[src/rtl/dbgdump_pkg.sv]
package dbgdump_pkg;

    localparam int ARG_W  = 32;
    localparam int IDX_W  = 6;
    localparam int BYTE_W = 8;

    localparam logic [IDX_W-1:0] CMD_READ_ONE    = 6'd17;
    localparam logic [IDX_W-1:0] CMD_GROUP_START = 6'd35;
    localparam logic [IDX_W-1:0] CMD_GROUP_END   = 6'd36;
    localparam logic [IDX_W-1:0] CMD_ERASE       = 6'd38;
    localparam logic [IDX_W-1:0] CMD_VENDOR      = 6'd62;

    localparam logic [ARG_W-1:0] KEY_UNLOCK = 32'hEFAC_62EC;
    localparam logic [ARG_W-1:0] KEY_ENTER  = 32'h1021_0002;
    localparam logic [ARG_W-1:0] KEY_LEAVE  = 32'h00DE_CCEE;

    typedef enum logic [1:0] {
        SEQ_OFF       = 2'd0,
        SEQ_OFF_KEYED = 2'd1,
        SEQ_ON        = 2'd2,
        SEQ_ON_KEYED  = 2'd3
    } seq_state_e;

    typedef enum logic [1:0] {
        ST_IDLE  = 2'd0,
        ST_FETCH = 2'd1,
        ST_LOAD  = 2'd2,
        ST_SEND  = 2'd3
    } strm_state_e;

    typedef struct packed {
        logic [IDX_W-1:0] index;
        logic [ARG_W-1:0] arg;
    } mmc_cmd_t;

    function automatic logic is_vendor(mmc_cmd_t c, logic [ARG_W-1:0] key);
        return (c.index == CMD_VENDOR) && (c.arg == key);
    endfunction

    function automatic logic is_taken_over(logic [IDX_W-1:0] idx);
        logic r;
        case (idx)
            CMD_READ_ONE, CMD_GROUP_START, CMD_GROUP_END,
            CMD_ERASE, CMD_VENDOR: r = 1'b1;
            default:               r = 1'b0;
        endcase
        return r;
    endfunction

endpackage

[src/rtl/dbgdump_keyseq.sv]
module dbgdump_keyseq
    import dbgdump_pkg::*;
(
    input  logic     clk,
    input  logic     rst,
    input  logic     cmd_valid,
    input  mmc_cmd_t cmd,
    output logic     mode_active
);

    seq_state_e state_q, state_d;

    always_comb begin
        state_d = state_q;
        if (cmd_valid) begin
            case (state_q)
                SEQ_OFF:       if (is_vendor(cmd, KEY_UNLOCK)) state_d = SEQ_OFF_KEYED;
                SEQ_OFF_KEYED: state_d = is_vendor(cmd, KEY_ENTER) ? SEQ_ON : SEQ_OFF;
                SEQ_ON:        if (is_vendor(cmd, KEY_UNLOCK)) state_d = SEQ_ON_KEYED;
                SEQ_ON_KEYED:  state_d = is_vendor(cmd, KEY_LEAVE) ? SEQ_OFF : SEQ_ON;
                default:       state_d = SEQ_OFF;
            endcase
        end
    end

    always_ff @(posedge clk) begin
        if (rst) state_q <= SEQ_OFF;
        else     state_q <= state_d;
    end

    assign mode_active = (state_q == SEQ_ON) || (state_q == SEQ_ON_KEYED);

    // a matched entry pair turns the mode on
    p_enter_r3: assert property (@(posedge clk) disable iff (rst)
        (cmd_valid && state_q == SEQ_OFF_KEYED && is_vendor(cmd, KEY_ENTER)) |=> mode_active);

    // an unmatched partner drops the key without changing the mode
    p_mismatch_r4: assert property (@(posedge clk) disable iff (rst)
        (cmd_valid && state_q == SEQ_OFF_KEYED && !is_vendor(cmd, KEY_ENTER)) |=> state_q == SEQ_OFF);

    // a matched exit pair turns the mode off
    p_leave_r5: assert property (@(posedge clk) disable iff (rst)
        (cmd_valid && state_q == SEQ_ON_KEYED && is_vendor(cmd, KEY_LEAVE)) |=> !mode_active);

endmodule

[src/rtl/dbgdump_window.sv]
module dbgdump_window
    import dbgdump_pkg::*;
#(
    parameter int AW = 16
) (
    input  logic             clk,
    input  logic             rst,
    input  logic             cmd_valid,
    input  mmc_cmd_t         cmd,
    input  logic             mode_active,
    input  logic             strm_busy,
    output logic             pass_valid,
    output mmc_cmd_t         pass_cmd,
    output logic             rd_error,
    output logic             strm_start,
    output logic [AW-1:0]    win_addr,
    output logic [ARG_W-1:0] win_len
);

    logic armed_q;
    logic read_hit;

    assign read_hit   = cmd_valid && mode_active && (cmd.index == CMD_READ_ONE);
    assign strm_start = read_hit && armed_q && !strm_busy;

    always_ff @(posedge clk) begin
        if (rst) begin
            pass_valid <= 1'b0;
            pass_cmd   <= '0;
            rd_error   <= 1'b0;
            armed_q    <= 1'b0;
            win_addr   <= '0;
            win_len    <= '0;
        end else begin
            pass_valid <= cmd_valid && (!mode_active || !is_taken_over(cmd.index));
            if (cmd_valid && (!mode_active || !is_taken_over(cmd.index)))
                pass_cmd <= cmd;
            rd_error <= read_hit && !(armed_q && !strm_busy);
            if (!mode_active) begin
                armed_q <= 1'b0;
            end else if (cmd_valid) begin
                case (cmd.index)
                    CMD_GROUP_START: begin
                        win_addr <= cmd.arg[AW-1:0];
                        armed_q  <= 1'b0;
                    end
                    CMD_GROUP_END: begin
                        win_len <= cmd.arg;
                        armed_q <= 1'b0;
                    end
                    CMD_ERASE: if (cmd.arg == '0) armed_q <= 1'b1;
                    default: ;
                endcase
            end
        end
    end

    // a nonzero erase argument leaves the armed state alone
    p_commit_r7: assert property (@(posedge clk) disable iff (rst)
        (cmd_valid && mode_active && cmd.index == CMD_ERASE && cmd.arg != '0)
        |=> armed_q == $past(armed_q));

    // a read without an armed idle window raises the error pulse
    p_refuse_r10: assert property (@(posedge clk) disable iff (rst)
        (read_hit && (!armed_q || strm_busy)) |=> rd_error);

    // leaving the mode disarms the window
    p_disarm_r11: assert property (@(posedge clk) disable iff (rst)
        !mode_active |=> !armed_q);

endmodule

[src/rtl/dbgdump_stream.sv]
module dbgdump_stream
    import dbgdump_pkg::*;
#(
    parameter int AW        = 16,
    parameter int BLK_BYTES = 512
) (
    input  logic              clk,
    input  logic              rst,
    input  logic              strm_start,
    input  logic [AW-1:0]     win_addr,
    input  logic [ARG_W-1:0]  win_len,
    output logic              strm_busy,
    output logic              mem_req,
    output logic [AW-1:0]     mem_addr,
    input  logic [BYTE_W-1:0] mem_rdata,
    output logic              dout_valid,
    output logic [BYTE_W-1:0] dout_data,
    output logic              dout_last,
    input  logic              dout_ready
);

    localparam int            IW   = $clog2(BLK_BYTES);
    localparam logic [IW-1:0] LAST = IW'(BLK_BYTES - 1);

    strm_state_e       st_q;
    logic [IW-1:0]     idx_q;
    logic [AW-1:0]     base_q;
    logic [ARG_W-1:0]  len_q;
    logic              from_mem_q;
    logic [BYTE_W-1:0] data_q;
    logic              in_win;

    assign in_win = (ARG_W'(idx_q) < len_q);

    always_ff @(posedge clk) begin
        if (rst) begin
            st_q       <= ST_IDLE;
            idx_q      <= '0;
            base_q     <= '0;
            len_q      <= '0;
            from_mem_q <= 1'b0;
            data_q     <= '0;
        end else begin
            case (st_q)
                ST_IDLE: if (strm_start) begin
                    base_q <= win_addr;
                    len_q  <= win_len;
                    idx_q  <= '0;
                    st_q   <= ST_FETCH;
                end
                ST_FETCH: begin
                    from_mem_q <= in_win;
                    st_q       <= ST_LOAD;
                end
                ST_LOAD: begin
                    data_q <= from_mem_q ? mem_rdata : '0;
                    st_q   <= ST_SEND;
                end
                ST_SEND: if (dout_ready) begin
                    if (idx_q == LAST) begin
                        st_q <= ST_IDLE;
                    end else begin
                        idx_q <= idx_q + IW'(1);
                        st_q  <= ST_FETCH;
                    end
                end
                default: st_q <= ST_IDLE;
            endcase
        end
    end

    assign strm_busy  = (st_q != ST_IDLE);
    assign mem_req    = (st_q == ST_FETCH) && in_win;
    assign mem_addr   = base_q + AW'(idx_q);
    assign dout_valid = (st_q == ST_SEND);
    assign dout_data  = data_q;
    assign dout_last  = (st_q == ST_SEND) && (idx_q == LAST);

    // an offered byte holds until taken
    p_hold_r9: assert property (@(posedge clk) disable iff (rst)
        (dout_valid && !dout_ready) |=> dout_valid && $stable(dout_data) && $stable(dout_last));

    // bytes past the programmed length are zero
    p_pad_r8: assert property (@(posedge clk) disable iff (rst)
        (dout_valid && !(ARG_W'(idx_q) < len_q)) |-> dout_data == '0);

    // the stream ends right after the last byte is taken
    p_end_r8: assert property (@(posedge clk) disable iff (rst)
        (dout_valid && dout_last && dout_ready) |=> !dout_valid);

endmodule

[src/rtl/dbgdump_ctrl.sv]
module dbgdump_ctrl
    import dbgdump_pkg::*;
#(
    parameter int AW        = 16,
    parameter int BLK_BYTES = 512
) (
    input  logic          clk,
    input  logic          rst,
    input  logic          cmd_valid,
    input  logic [5:0]    cmd_index,
    input  logic [31:0]   cmd_arg,
    output logic          pass_valid,
    output logic [5:0]    pass_index,
    output logic [31:0]   pass_arg,
    output logic          erase_inhibit,
    output logic          mode_active,
    output logic          rd_error,
    output logic          mem_req,
    output logic [AW-1:0] mem_addr,
    input  logic [7:0]    mem_rdata,
    output logic          dout_valid,
    output logic [7:0]    dout_data,
    output logic          dout_last,
    input  logic          dout_ready
);

    mmc_cmd_t         cmd;
    mmc_cmd_t         pass_cmd;
    logic             strm_busy;
    logic             strm_start;
    logic [AW-1:0]    win_addr;
    logic [ARG_W-1:0] win_len;

    assign cmd.index = cmd_index;
    assign cmd.arg   = cmd_arg;

    dbgdump_keyseq u_keyseq (
        .clk         (clk),
        .rst         (rst),
        .cmd_valid   (cmd_valid),
        .cmd         (cmd),
        .mode_active (mode_active)
    );

    dbgdump_window #(.AW(AW)) u_window (
        .clk         (clk),
        .rst         (rst),
        .cmd_valid   (cmd_valid),
        .cmd         (cmd),
        .mode_active (mode_active),
        .strm_busy   (strm_busy),
        .pass_valid  (pass_valid),
        .pass_cmd    (pass_cmd),
        .rd_error    (rd_error),
        .strm_start  (strm_start),
        .win_addr    (win_addr),
        .win_len     (win_len)
    );

    dbgdump_stream #(.AW(AW), .BLK_BYTES(BLK_BYTES)) u_stream (
        .clk        (clk),
        .rst        (rst),
        .strm_start (strm_start),
        .win_addr   (win_addr),
        .win_len    (win_len),
        .strm_busy  (strm_busy),
        .mem_req    (mem_req),
        .mem_addr   (mem_addr),
        .mem_rdata  (mem_rdata),
        .dout_valid (dout_valid),
        .dout_data  (dout_data),
        .dout_last  (dout_last),
        .dout_ready (dout_ready)
    );

    assign pass_index    = pass_cmd.index;
    assign pass_arg      = pass_cmd.arg;
    assign erase_inhibit = mode_active;

    // no erase is ever forwarded for a command accepted during the mode
    p_no_erase_r6: assert property (@(posedge clk) disable iff (rst)
        (pass_valid && pass_index == CMD_ERASE) |-> !$past(mode_active));

endmodule

[config.mk]
export PLATFORM = sky130hd
export DESIGN_NAME = dbgdump_ctrl
export DESIGN_NICKNAME = d
export VERILOG_FILES = /design/src/rtl/dbgdump_pkg.sv /design/src/rtl/dbgdump_keyseq.sv /design/src/rtl/dbgdump_window.sv /design/src/rtl/dbgdump_stream.sv /design/src/rtl/dbgdump_ctrl.sv
export SDC_FILE = /design/constraint.sdc
export NUM_CORES = 1
export LEC_CHECK = 0
export ABC_AREA = 1
export CAP_MARGIN = 20
export CORE_MARGIN = 5
export CORE_UTILIZATION = 48
export DETAILED_ROUTE_END_ITERATION = 10
export PLACE_DENSITY = 0.74
export SETUP_SLACK_MARGIN = 0.3
export SLEW_MARGIN = 10
export SYNTH_ARGS = -nofsm -noshare
export SYNTH_HDL_FRONTEND = slang
export SYNTH_SLANG_ARGS = --single-unit
[constraint.sdc]
create_clock -name clk -period 2.4 [get_ports clk]
set_input_delay 0.72 -clock clk [delete_from_list [all_inputs] [get_ports clk]]
set_output_delay 0.72 -clock clk [all_outputs]
set_load 0.01 [all_outputs]
==> impl_metrics.py, run 1 <==
metrics = {
    "global_route": {
        "globalRoute.totalOverflow": 0,
        "grt_antenna_before_repair": 0,
        "grt_pass1_wl_mm": 33.1,
        "grt_max_degree": 100,
        "groute.usage.overall": 0.231,
        "grt_pass1_vias": 6638,
    },
    "min_path": {
        "hp-class": "flop to flop",
    },
    "floorplanning": {
        "placement_rows": 44,
        "die_width_um": 131,
        "core_area_mm2": 0.0145,
        "start_util": 0.486,
        "die_y_extent_um": 131,
        "pin_count": 119,
        "floorplan.die_area_mm2": 0.0172,
    },
    "synth": {
        "synth_async_sr_flop_share": 0,
        "synthXorXnorAreaFrac": 0.0174,
        "synth_fp_nets": 1001,
        "synth-seq-cells": 159,
        "synth_mux_area_frac": 0,
        "netlist_instances": 926,
        "synthAdderAreaFrac": 0.0455,
        "synth-compound-area-share": 0.176,
        "netlist_area_mm2": 0.00704,
        "ys_seq_area_frac": 0.452,
        "synth_warnings": 0,
        "yosys.area_share.simple": 0.212,
        "synth_cell_types": 37,
        "syn_area_per_cell_um2": 7.61,
        "synth_enable_flop_cells": 0,
        "ys_dominant_reg_cell": "dfxtp_1",
        "combinational_family_with_the_most_area_after_synthesis": "simple AND/OR/NAND/NOR gates",
    },
    "finish": {
        "layout_common_cells": "dfxtp_1, a21oi_1, inv_1",
        "layout.filler_cells": 1077,
        "num-nets-final": 1219,
        "mostFrequentLayoutCell": "dfxtp_1",
        "postLayoutCellArea_mm2": 0.0105,
        "syn_to_final_growth_pct": 49.7,
        "final_layout_size_suffix_gt1_frac": 0.238,
        "diodes": 0,
    },
    "clocking": {
        "tritoncts_clock_tree": "done",
        "cts_inserted_buffers": 17,
        "clkLatencyLatePin_ns": 0.42,
        "htree_levels": 4,
        "clockRootBuffer": "clkbuf_16",
        "clock_sink_count": 159,
        "max-clock-path-buffers": 2,
        "path_clk_slew_ns": 0.06,
    },
    "sta": {
        "max_slew.worst_pin.slew_ns": 0.481,
        "final.setup.worst_slack_ns": -0.547,
        "period_utilization": 1.23,
        "relSlewSlack": 0.676,
        "rsz_0062_raised_after_global_routing": "yes",
        "skew_ns": 0.00539,
        "final_max_slew_viol_count": 0,
        "setup_viol": 16,
        "maxClockFrequency_ghz": 0.339,
        "timing.final.hold_violations": 0,
        "final_period_minus_worst_setup_slack_ns": 2.95,
    },
    "status": {
        "violations": "setup timing",
        "outcome": "finished, violations left",
    },
    "place": {
        "gp_weighted_congestion": 0.862,
        "detailed_place_hpwl_mm": 13.6,
        "io_buffer_count": 118,
        "dpl-instance-area_mm2": 0.00919,
    },
    "critical_path": {
        "critical_path_peak_fanout": 6,
        "cp_data_required_time_ns": 1.68,
        "crit_arrival_ns": 2.23,
        "cp-end-kind": "output pin",
        "r2r_slack_ns": 0.18,
        "critical_path_class": "flop to output pin",
        "worstSetupStartpointType": "flop",
    },
    "power": {
        "max-vdd-ir-drop_mv": 0.509,
        "leakagePower_nw": 4.39,
        "powerDensity_mw_per_mm2": 698,
        "finalPower_w": 0.00736,
    },
    "routing": {
        "postRouteWirelength_mm": 21.8,
        "drc_errors": 0,
        "drt-pass1-iter-count": 5,
        "route.vias.total": 7098,
        "via_density": 5.29,
        "drtAntennaViolNets": 0,
        "route.detailed.wl_per_inst_um": 16.3,
        "drc_marker_count_from_the_first_detailed_route_iteration": 543,
    },
    "flow_run": {
        "max_cap_violations": 0,
    },
}
[where the power goes]
part / total (W) / internal (W) / leakage, nW / switching (W)
clock: 0.00297 / 0.00190 / 0.310 / 0.00107
sequential: 0.00281 / 0.00273 / 1.30 / 0.0000756
combinational: 0.00158 / 0.000696 / 2.79 / 0.000884
[logic make-up after synthesis]
logic type / Yosys count
DFF: 159
adders and majority gates: 25
AOI/OAI and AO/OA: 227
xor gates and xnor gates: 14
buffers and inverters: 168
and+or+nand+nor: 333
[layout make-up]
cell class / instances / area [µm²] / share of cell area
Inverter: 115 / 434 / 0.0412
Tap cell: 184 / 230 / 0.0218
Clock inverter: 10 / 184 / 0.0174
Clock buffer: 22 / 464 / 0.0440
Multi-Input combinational cell: 599 / 3590 / 0.340
Sequential cell: 159 / 3200 / 0.304
Timing Repair Buffer: 252 / 2440 / 0.232
[through the flow]
stage / worst slack [ns] / hold slack [ns] / std cells / TNS (ns) / utilization
2_1_floorplan: 0.0503 / 0.424 / 926 / 0 / -
6_report: -0.547 / 0.444 / 1341 / -5.81 / 0.728
3_3_place_gp: -0.418 / 0.432 / 1281 / -14.91 / 0.635
3_5_place_dp: -0.448 / 0.435 / 1281 / -18.33 / 0.635
5_1_grt: -0.664 / 0.472 / 1341 / -7.21 / 0.728
4_1_cts: -0.497 / 0.445 / 1330 / -5.38 / 0.701
[synthesized netlist by cell type, types with 4 or more instances]
cell      number  area, µm²
a211oi_1      33        248
nor3_1         9       45.0
nand4_1       22        138
nand2_1      134        503
inv_1        112        420
buf_4          4       30.0
nor2_1        71        267
dfxtp_1      159       3180
nor4_1         7       43.8
buf_2         14       70.1
nand3_1       81        405
buf_1          4       15.0
o21ai_0       57        285
a21oi_1      128        641
xor2_1        13        114
ha_1          24        300
clkbuf_1      29        109
[worst paths after layout]
path	from	to	cells past startpoint
setup / recovery	u_stream.idx_q[1]	mem_addr[15]	11
hold reg to reg	u_stream.len_q[11]	u_stream.len_q[11]	2
setup reg to reg	u_stream.idx_q[1]	u_stream.idx_q[5]	18
hold / removal	u_stream.len_q[11]	u_stream.len_q[11]	2
[repair_timing]
| item | 4_1_cts | 5_1_grt |
|---|---|---|
| buffers inserted | 14 | 9 |
| cloned | 3 | 2 |
| setup endpoints to repair | 89 | 137 |
| pin swaps | 11 | 32 |
| hold buffers | 0 | 0 |
| resized for setup | 112 | 79 |
[sequential cells by signal, indices dropped and copies added (netlist names)]
| name | flops |
|---|---|
| u_stream.idx_q | 9 |
| u_stream.st_q | 2 |
| u_window.armed_q | 1 |
| u_window.pass_valid | 1 |
| u_stream.dout_data | 8 |
| u_stream.len_q | 32 |
| u_window.pass_cmd | 38 |
| u_window.win_len | 32 |
| u_window.rd_error | 1 |
| u_stream.base_q | 16 |
| u_window.win_addr | 16 |
| u_stream.from_mem_q | 1 |
| u_keyseq.state_q | 2 |
[critical path, cell delays in order, from the launching register on]
cell	delay (ns)
dfxtp_4	0.37
ha_4	0.26
nand3_1	0.10
nand2_2	0.09
nand3_2	0.08
o21bai_1	0.19
nand2_1	0.12
nand2_4	0.12
nand3_1	0.08
nand2_1	0.09
nand2_2	0.04
dlygate4sd2_1	0.27
[per-layer routing]
layer | share of wire | GRT usage
met1 | 0.43 | 0.307
met2 | 0.48 | 0.360
met3 | 0.069 | 0.0619
met4 | 0.023 | 0.0849
met5 | 0 | 0
Note: power is estimated with default switching activity, not from simulation.
==> run 2: changes to the inputs <==
--- a/config.mk
+++ b/config.mk
@@ -8,11 +8,12 @@
 export ABC_AREA = 1
 export CAP_MARGIN = 20
 export CORE_MARGIN = 5
-export CORE_UTILIZATION = 48
+export CORE_UTILIZATION = 53
 export DETAILED_ROUTE_END_ITERATION = 10
-export PLACE_DENSITY = 0.74
+export GPL_ROUTABILITY_DRIVEN = 0
+export PLACE_DENSITY = 0.78
 export SETUP_SLACK_MARGIN = 0.3
-export SLEW_MARGIN = 10
+export SLEW_MARGIN = 20
 export SYNTH_ARGS = -nofsm -noshare
 export SYNTH_HDL_FRONTEND = slang
 export SYNTH_SLANG_ARGS = --single-unit
==> constraint.sdc (replaced) <==
create_clock -name clk -period 3 [get_ports clk]
set_input_delay 0.9 -clock clk [delete_from_list [all_inputs] [get_ports clk]]
set_output_delay 0.9 -clock clk [all_outputs]
set_load 0.01 [all_outputs]
==> impl_metrics.py, run 2 (synthesis gave the netlist of run 1 again) <==
metrics = {
    "floorplanning": {
        "start_util": 0.536,
        "die_width_um": 125,
        "die_y_extent_um": 125,
        "core_area_mm2": 0.0131,
        "placement_rows": 42,
        "floorplan.die_area_mm2": 0.0157,
        "pin_count": 119,
    },
    "min_path": {
        "holdPathStages": 2,
        "worst_hold_startpoint": "u_stream.len_q[25]",
        "hold_end": "u_stream.len_q[25]",
        "hp-class": "flop to flop",
    },
    "critical_path": {
        "timing.reg2reg.worst_path_depth": 14,
        "critical_path.reg2reg.startpoint": "u_stream.idx_q[1]",
        "r2r_slack_ns": 0.65,
        "worstSetupStartpointType": "flop",
        "crit_arrival_ns": 2.25,
        "critical_path_peak_fanout": 3,
        "cp_data_required_time_ns": 2.10,
        "critical_path_class": "flop to output pin",
        "regToRegEndpoint": "u_stream.idx_q[6]",
        "cp-end-kind": "output pin",
    },
    "power": {
        "leakagePower_nw": 3.81,
        "sequentialPowerShare": 0.417,
        "finalPower_w": 0.00538,
        "max-vdd-ir-drop_mv": 0.340,
        "switchingPower_w": 0.00153,
        "powerDensity_mw_per_mm2": 564,
        "switching_share": 0.284,
        "power.share.combinational": 0.183,
        "power_frac_clock": 0.400,
        "cell_internal_pwr_w": 0.00386,
    },
    "sta": {
        "timing.final.hold_violations": 0,
        "hold-worst-slack_ns": 0.452,
        "maxClockFrequency_ghz": 0.317,
        "max_slew.worst_pin.slew_ns": 0.539,
        "final.setup.worst_slack_ns": -0.154,
        "rsz_0062_raised_after_global_routing": "yes",
        "relSlewSlack": 0.640,
        "skew_ns": 0.00633,
        "final_max_slew_viol_count": 0,
        "setup_viol": 8,
        "period_utilization": 1.05,
        "final_period_minus_worst_setup_slack_ns": 3.15,
    },
    "routing": {
        "drc_marker_count_from_the_first_detailed_route_iteration": 496,
        "route.vias.total": 6712,
        "route.detailed.wl_per_inst_um": 15.1,
        "postRouteWirelength_mm": 19.0,
        "drt-pass1-iter-count": 6,
        "via_density": 5.34,
        "drc_errors": 0,
        "drtAntennaViolNets": 0,
    },
    "finish": {
        "postLayoutCellArea_mm2": 0.00954,
        "final_layout_size_suffix_gt1_frac": 0.148,
        "diodes": 0,
        "layout.filler_cells": 995,
        "num-nets-final": 1144,
        "layout_common_cells": "dfxtp_1, nand2_1, a21oi_1",
        "largest_reg_flops": 38,
        "mostFrequentLayoutCell": "dfxtp_1",
        "largest_registers": "u_window.pass_cmd (38), u_stream.len_q (32), u_window.win_len (32)",
        "syn_to_final_growth_pct": 35.4,
        "layout.core_utilization": 0.726,
        "max_flop_register": "u_window.pass_cmd",
    },
    "clocking": {
        "htree_levels": 4,
        "clock_sink_count": 159,
        "cts_inserted_buffers": 17,
        "path_clk_slew_ns": 0.06,
        "clkLatencyLatePin_ns": 0.43,
        "tritoncts_clock_tree": "done",
        "max-clock-path-buffers": 2,
        "clockRootBuffer": "clkbuf_16",
    },
    "place": {
        "io_buffer_count": 118,
        "pre_cts_slack_ns": -0.136,
        "dpl-instance-area_mm2": 0.00853,
        "detailed_place_hpwl_mm": 12.3,
    },
    "global_route": {
        "grt_max_degree": 100,
        "grt_antenna_before_repair": 0,
        "grt_pass1_vias": 6472,
        "groute.usage.overall": 0.243,
        "grt_pass1_wl_mm": 31.6,
        "globalRoute.totalOverflow": 0,
    },
    "flow_run": {
        "max_cap_violations": 0,
    },
    "status": {
        "outcome": "finished, violations left",
        "violations": "setup timing",
    },
}
[run 2: power by group through the flow]
stage               clock network, W  logic [W]  registers (W)
CTS                          0.00218   0.000915        0.00224
global placement                   0   0.000885        0.00228
detailed placement                 0   0.000901        0.00228
global route                 0.00230    0.00109        0.00225
floorplan                          0   0.000482        0.00229
finish                       0.00215   0.000983        0.00224
[run 2: what timing repair did]
item / CTS / global route
setup buffers: 14 / 9
hold endpoints to repair: 0 / 0
pin swaps: 17 / 12
hold buffers: 0 / 0
gates resized for setup: 97 / 24
setup endpoints to repair: 17 / 17
[run 2: worst max path at each step]
stage | from | end | slack, ns | depth (start not counted)
2_1_floorplan | u_stream.idx_q[0] | mem_addr[12] | 0.37 | 9
3_3_place_gp | u_stream.base_q[0] | mem_addr[12] | -0.11 | 10
3_5_place_dp | u_stream.base_q[0] | mem_addr[12] | -0.14 | 10
4_1_cts | u_stream.idx_q[0] | mem_addr[12] | -0.14 | 12
5_1_grt | u_stream.idx_q[0] | mem_addr[10] | -0.30 | 11
6_report | u_stream.base_q[5] | mem_addr[12] | -0.15 | 10
[run 2: per-stage QoR]
stage,std cells,setup TNS (ns)
detailed placement,1203,-0.375
global route,1258,-1.86
global placement,1203,-0.284
CTS,1249,-0.483
floorplan,926,0
finish,1258,-0.586
[run 2: per-layer routing]
layer,vias to the layer above,share of wire,GRT usage
met1,3009,0.45,0.317
met3,54,0.075,0.0725
met2,262,0.44,0.373
li1,3387,-,-
met4,0,0.033,0.106
met5,-,0,0
[run 2: critical path, stage by stage, from the launching register on]
cell      delay, ns
dfxtp_1        0.31
ha_1           0.32
a21o_1         0.22
a21boi_0       0.22
nand2_2        0.10
a21boi_2       0.15
buf_4          0.14
buf_6          0.08
nor2_2         0.03
xor2_1         0.12
buf_2          0.14
[run 2: final cells by class]
class | instances | area (µm²) | share of cell area
Multi-Input combinational cell | 599 | 3430 | 0.359
Inverter | 115 | 432 | 0.0453
Sequential cell | 159 | 3200 | 0.336
Clock buffer | 18 | 439 | 0.0460
Tap cell | 176 | 220 | 0.0231
Timing Repair Buffer | 177 | 1660 | 0.174
Clock inverter | 14 | 160 | 0.0168
